==> src/rtl/pacer_timer.sv <==
module pacer_timer #(
  parameter int CNT_W = 16,
  parameter int PRE_W = 8
) (
  input  logic             clk,
  input  logic             rst_n,
  input  logic             pace_n,
  input  logic             wr_en,
  input  logic             rd_en,
  input  logic [2:0]       addr,
  input  logic [CNT_W-1:0] wdata,
  output logic [CNT_W-1:0] rdata,
  output logic             irq,
  output logic             blank,
  output logic             trig
);
  localparam logic [2:0] A_CTRL  = 3'd0;
  localparam logic [2:0] A_BLEN  = 3'd1;
  localparam logic [2:0] A_TLEN  = 3'd2;
  localparam logic [2:0] A_CMD   = 3'd3;
  localparam logic [2:0] A_STAT  = 3'd4;
  localparam logic [2:0] A_CAP   = 3'd5;
  localparam logic [2:0] A_CNT   = 3'd6;
  localparam int         DIV_LSB = CNT_W - PRE_W;

  logic             ext_mode;
  logic [PRE_W-1:0] div, pre_cnt;
  logic [CNT_W-1:0] count, cap, blank_len, trig_len, blank_cmp, trig_cmp;
  logic             pace_q;

  wire tick  = (pre_cnt == div);
  wire fall  = pace_q & ~pace_n;
  wire start = wr_en && (addr == A_CMD) && wdata[0];
  wire clr   = wr_en && (addr == A_STAT) && wdata[0];
  wire arm_b = ext_mode && fall && (blank_len != '0);
  wire arm_t = start && (trig_len != '0);

  always_ff @(posedge clk) begin
    if (!rst_n) begin
      ext_mode  <= 1'b0;
      div       <= '0;
      blank_len <= '0;
      trig_len  <= '0;
    end else if (wr_en) begin
      case (addr)
        A_CTRL: begin
          ext_mode <= wdata[0];
          div      <= wdata[CNT_W-1:DIV_LSB];
        end
        A_BLEN:  blank_len <= wdata;
        A_TLEN:  trig_len  <= wdata;
        default: ;
      endcase
    end
  end

  always_ff @(posedge clk) begin
    if (!rst_n) begin
      pre_cnt <= '0;
      count   <= '0;
    end else if (tick) begin
      pre_cnt <= '0;
      count   <= count + 1'b1;
    end else begin
      pre_cnt <= pre_cnt + 1'b1;
    end
  end

  always_ff @(posedge clk) begin
    if (!rst_n) begin
      pace_q <= 1'b1;
      cap    <= '0;
      irq    <= 1'b0;
    end else begin
      pace_q <= pace_n;
      if (fall) begin
        cap <= count;
        irq <= 1'b1;
      end else if (clr) begin
        irq <= 1'b0;
      end
    end
  end

  always_ff @(posedge clk) begin
    if (!rst_n) begin
      blank     <= 1'b0;
      blank_cmp <= '0;
    end else if (!ext_mode) begin
      blank <= 1'b0;
    end else if (arm_b) begin
      blank     <= 1'b1;
      blank_cmp <= count + blank_len;
    end else if (blank && count == blank_cmp) begin
      blank <= 1'b0;
    end
  end

  always_ff @(posedge clk) begin
    if (!rst_n) begin
      trig     <= 1'b0;
      trig_cmp <= '0;
    end else if (arm_t) begin
      trig     <= 1'b1;
      trig_cmp <= count + trig_len;
    end else if (trig && count == trig_cmp) begin
      trig <= 1'b0;
    end
  end

  always_comb begin
    rdata = '0;
    if (rd_en) begin
      case (addr)
        A_CTRL:  rdata = {div, {(DIV_LSB-1){1'b0}}, ext_mode};
        A_BLEN:  rdata = blank_len;
        A_TLEN:  rdata = trig_len;
        A_STAT:  rdata = {{(CNT_W-3){1'b0}}, trig, blank, irq};
        A_CAP:   rdata = cap;
        A_CNT:   rdata = count;
        default: rdata = '0;
      endcase
    end
  end

  a_r1_edge_sets_irq: assert property (@(posedge clk) disable iff (!rst_n)
    fall |=> irq);
  a_r2_capture_count: assert property (@(posedge clk) disable iff (!rst_n)
    fall |=> (cap == $past(count)));
  a_r3_clear_only_on_one: assert property (@(posedge clk) disable iff (!rst_n)
    (irq && !fall && !clr) |=> irq);
  a_r5_conv_mode_low: assert property (@(posedge clk) disable iff (!rst_n)
    !ext_mode |=> !blank);
  a_r6_blank_rises: assert property (@(posedge clk) disable iff (!rst_n)
    arm_b |=> blank);
  a_r8_trig_rises: assert property (@(posedge clk) disable iff (!rst_n)
    arm_t |=> trig);
  a_r9_zero_trig: assert property (@(posedge clk) disable iff (!rst_n)
    (start && trig_len == '0 && !trig) |=> !trig);
endmodule

==> config.mk <==
export PLATFORM = sky130hd
export DESIGN_NAME = pacer_timer
export DESIGN_NICKNAME = d
export VERILOG_FILES = /design/src/rtl/pacer_timer.sv
export SDC_FILE = /design/constraint.sdc
export NUM_CORES = 1
export LEC_CHECK = 0
export ABC_AREA = 1
export BUFFER_PORTS_ARGS = -buffer_cell sky130_fd_sc_hd__buf_2
export CELL_PAD_IN_SITES_DETAIL_PLACEMENT = 0
export CELL_PAD_IN_SITES_GLOBAL_PLACEMENT = 1
export CORE_MARGIN = 1
export CORE_UTILIZATION = 47
export CTS_CLUSTER_DIAMETER = 80
export DETAILED_ROUTE_END_ITERATION = 6
export PLACE_DENSITY_LB_ADDON = 0.1
export SYNTH_ARGS = -nofsm -noshare
export SYNTH_HDL_FRONTEND = slang
export SYNTH_SLANG_ARGS = --single-unit
==> constraint.sdc <==
create_clock -name clk -period 2.6 [get_ports clk]
set_input_delay 0 -clock clk [delete_from_list [all_inputs] [get_ports clk]]
set_output_delay 0 -clock clk [all_outputs]
set_load 0.1 [all_outputs]
# --- Yosys cells after proc, flatten, opt, wreduce, memory -nomap -nowiden ---
# Index checks and enable logic that the tools add are counted.
op_classes:
  n_addsub: 4
  n_eq_ne: 9
  n_mux: 8
  bitwise_logic: 3
  reduce_logical: 21
ops:
  columns: ["operator", "count"]
  rows:
  - ["$pmux 16 s6", 1]
  - ["$add 16x16->16", 2]
  - ["$eq 16x16->1", 2]
  - ["$reduce_bool 16->1", 2]
  - ["$add 16x1->16 const B", 1]
  - ["$mux 16", 1]
  - ["$reduce_and 2->1", 5]
  - ["$eq 3x3->1 const B", 3]
  - ["$logic_and 1x1->1", 9]
  - ["$add 8x1->8 const B", 1]
  - ["$eq 8x8->1", 1]
  - ["$eq 3x2->1 const B", 2]
  - ["$mux 1", 6]
  - ["$reduce_bool 2->1", 3]
  - ["$eq 3x1->1 const B", 1]
  - ["$logic_not 3->1", 1]
  - ["$not 1->1", 2]
  - ["$reduce_or 2->1", 1]
  - ["$and 1x1->1", 1]
totals:
  regBits: 117
  input_bits: 24
  out_inout_bits: 19
  wordCells: 58

# --- Logic depth before layout (Yosys ltp) ---
logic_depth:
  ltp_word: 5
  mapped_depth: 12
  ltp_nobuf: 12

# --- Worst setup path before layout ---
# OpenSTA, ideal clock, no wires.
synth_timing:
  kind: "register -> output"
  startpoint: "register irq"
  endpoint: "output port rdata[0]"
  arrival_time_ns: 2.746
  required_time_ns: 2.600
  slack_ns: -0.146
  path_stages_with_launch: 5
  path_buffers: 0
  path_cell_list: "dfxtp_1 -> inv_1 -> o22ai_1 -> nor2_1 -> a31oi_1"
synth_via:
  elab_chain_len: 2
synth_rtl:
  columns: ["element", "line_no", "source"]
  rows:
  - ["start, declared", "13", "output logic irq,"]
  - ["start signal, assigned", "73", "irq <= 1'b0;"]
  - ["start signal, assigned", "78", "irq <= 1'b1;"]
  - ["start signal, assigned", "80", "irq <= 1'b0;"]
  - ["$pmux 16 s6", "114", "case (addr)"]
  - ["$mux 16", "113", "if (rd_en) begin"]
  - ["end, declared", "12", "output logic [CNT_W-1:0] rdata,"]
# Every way passes these cells.

# --- Final worst setup path ---
layout_timing:
  startpoint: "register count[1]"
  endpoint: "output port rdata[1]"
layout_via:
  elab_chain_len: 2
layout_rtl:
  columns: ["element", "line_no", "source"]
  rows:
  - ["start, declared", "28", "logic [CNT_W-1:0] count, cap, blank_len, trig_len, blank_cmp, trig_cmp;"]
  - ["start signal, assigned", "63", "count <= count + 1'b1;"]
  - ["$pmux 16 s6", "114", null]
  - ["$mux 16", "113", null]
# Every way passes these cells.

==> flow_summary.json <==
{
  "place.gp.congestion": 0.924,
  "drc": 0,
  "ir_drop_v": 0.000492,
  "cts_buffer_depth": 2,
  "cts_sinks": 117,
  "synth-edff-count": 0,
  "critPathKind": "reg -> out",
  "ys_seq_area_frac": 0.312,
  "area_growth_syn_to_layout_pct": 15.5,
  "setup_slack_ns": 0.425,
  "max_freq_ghz": 0.460,
  "slowest_stage": "dfxtp_1",
  "cp_data_arrival_time_ns": 2.17,
  "synth_cells": 1170,
  "synthesis.nets": 1228,
  "ys_warn_count": 0,
  "rsz0062_at_grt": "false",
  "cts_tree": "done",
  "initialDrtViolationCount": 545,
  "end_kind": "output pin",
  "drv_slew": 0,
  "cts_resized": 0,
  "cts_max_level": 4,
  "slew_headroom": 0.471,
  "clk_pin_slew_ns": 0.06,
  "num_vias": 7478,
  "synth_area_sq_um": 7510,
  "wl_per_cell_um": 16.6,
  "setup_violations": 0,
  "finClkSkew_ns": 0.0112,
  "synth_ff_type": "dfxtp_1",
  "num_antenna_cells": 0,
  "grt_max_degree": 85,
  "finalCriticalPeriod_ns": 2.17,
  "tightestPinTransition_ns": 0.794,
  "wl_um": 24100,
  "die_w_um": 128,
  "nets": 1289,
  "fin_crit_sh": 0.837,
  "overflow": 0,
  "total_power_mw": 4.86,
  "pre_cts_ws_ns": 0.599,
  "critPathTopFamily": "flip-flops",
  "die_area_sq_um": 16500,
  "synth_area_leaders": "dfxtp_1 31%, nand2_1 13%, inv_1 9.9%",
  "cts_root_buf": "clkbuf_16",
  "grt_usage": 0.308,
  "syn_avg_cell_area_sq_um": 6.42,
  "initial_core_util": 0.487,
  "fin_setup_tns_ns": 0,
  "synth_top_area_share": 0.312,
  "power_density_nw_per_um2": 560,
  "dp_hpwl_um": 18400,
  "worstHoldStart": "rst_n",
  "cp-start-kind": "flip-flop",
  "viasPerCell": 5.14,
  "ys_types": 37,
  "grt_pass1_vias": 6989,
  "dr.pass1.iters": 6,
  "grt_pass1_wl_um": 38100,
  "path_buf_inv": 2,
  "fp.dieH_um": 128,
  "status": "completed",
  "antenna_found_initial": 0,
  "portBuffers": 42,
  "maxCapViolations": 0,
  "cts_buffers": 17,
  "cp_max_fo": 11,
  "synth-async-reset-ratio": 0,
  "max_stage_delay_ns": 0.65,
  "r2r-start": "count[1]",
  "std_cell_rows": 45,
  "clk_latency_ns": 0.43,
  "ioPinCount": 43,
  "leakagePower_nw": 4.26,
  "path_cells": "inv_1 -> o22ai_1 -> a211oi_1 -> nor2_1 -> buf_2",
  "drtAntennaViolNets": 0,
  "critPathLaunch": "count[1]",
  "worstPathRequired_ns": 2.60,
  "yosysTopAreaCell": "dfxtp_1",
  "hold_viol": 0,
  "synth-seq-cells": 117,
  "holdCritPathClass": "in -> reg",
  "drive_gt1_frac": 0.0941,
  "core_sq_um": 15400
}
[worst reg2reg max path: stages, from the launching register on]
cell,delay [ns]
dfxtp_1,0.65
ha_1,0.33
nand2_1,0.09
nor3_1,0.33
buf_4,0.19
nand3_1,0.06
nand2_1,0.06
nand2_1,0.05
nand2_1,0.06
a21oi_1,0.06
[per-layer routing]
metal,share of wire,GRT usage,vias up
li1,-,-,3840
met1,0.47,0.416,3385
met2,0.44,0.488,206
met3,0.059,0.0520,47
met4,0.028,0.123,0
met5,0,0,-
[cell usage after synthesis, types with 3 or more instances]
cell	number
o21ai_0	76
dfxtp_1	117
o22ai_1	26
xor2_1	41
nand3_1	51
buf_6	5
nand2_2	5
nand4_1	15
buf_4	3
nand2_1	268
inv_2	4
buf_2	15
o21ai_1	3
ha_1	32
a211oi_1	9
nor2_1	121
clkbuf_1	15
a21oi_1	114
or2_2	3
xnor2_1	13
nor3_1	15
inv_1	199
[final timing paths]
| path | end | slack (ns) | depth (start not counted) |
|---|---|---|---|
| min | count[4] | 0.11 | 3 |
| max | rdata[1] | 0.43 | 5 |
| min reg2reg | cap[10] | 0.46 | 2 |
| max reg2reg | count[14] | 0.59 | 9 |
[logic make-up after synthesis]
kind of cell	after synthesis	synth area share
AO/OA/AOI/OAI	231	0.162
XOR/XNOR	54	0.0629
adder cells (fa/ha/maj)	34	0.0586
AND/OR/NAND/NOR	490	0.273
flip-flops	117	0.312
buffers and inverters	244	0.131
[report_power, final]
group	switching (mW)	total, mW	internal [mW]
clock	0.958	2.29	1.33
sequential	0.0889	1.95	1.86
combinational	0.427	0.620	0.193
[stage by stage]
step / util / hold WS, ns / instances / cell area (sq um)
detailed placement: 0.515 / 0.195 / 1406 / 7940
global route: 0.563 / 0.119 / 1455 / 8680
global placement: 0.515 / 0.187 / 1406 / 7940
CTS: 0.563 / 0.101 / 1455 / 8680
floorplan: - / 0.0966 / 1170 / 7520
finish: 0.563 / 0.112 / 1455 / 8680
[cells in the final DEF (no fill, tap or decap), types with 4 or more instances in the layout]
cell type,count
clkbuf_16,17
ha_1,32
nand2_1,268
inv_6,8
nor3_1,15
o21ai_0,76
inv_2,4
dlygate4sd3_1,17
nand4_1,15
buf_4,22
xnor2_1,13
a21oi_1,114
buf_2,42
nand3_1,51
a211oi_1,9
nor2_1,121
dfxtp_1,117
nand2_2,5
o22ai_1,26
xor2_1,41
inv_1,199
[final cells by class]
| class | instances | area [sq um] |
|---|---|---|
| clock buffers | 17 | 425 |
| clock inverters | 15 | 141 |
| fillers | 1653 | 6750 |
| inverters | 205 | 771 |
| multi-input cells | 809 | 4190 |
| flip-flops and latches | 117 | 2340 |
| well taps | 211 | 264 |
| repair buffers | 81 | 546 |
[repair_timing]
action | in CTS | in global routing
buffers inserted | 0 | 0
hold buffers | 17 | 0
endpoints found under the hold margin | 41 | 0
[registers in the layout (all words and copies together), names as in the netlist]
name / cells
blank_cmp: 16
blank_len: 16
cap: 16
count: 16
trig_cmp: 16
trig_len: 16
div: 8
pre_cnt: 8
blank: 1
ext_mode: 1
irq: 1
pace_q: 1
trig: 1
Note: power is estimated with default switching activity, not from simulation.
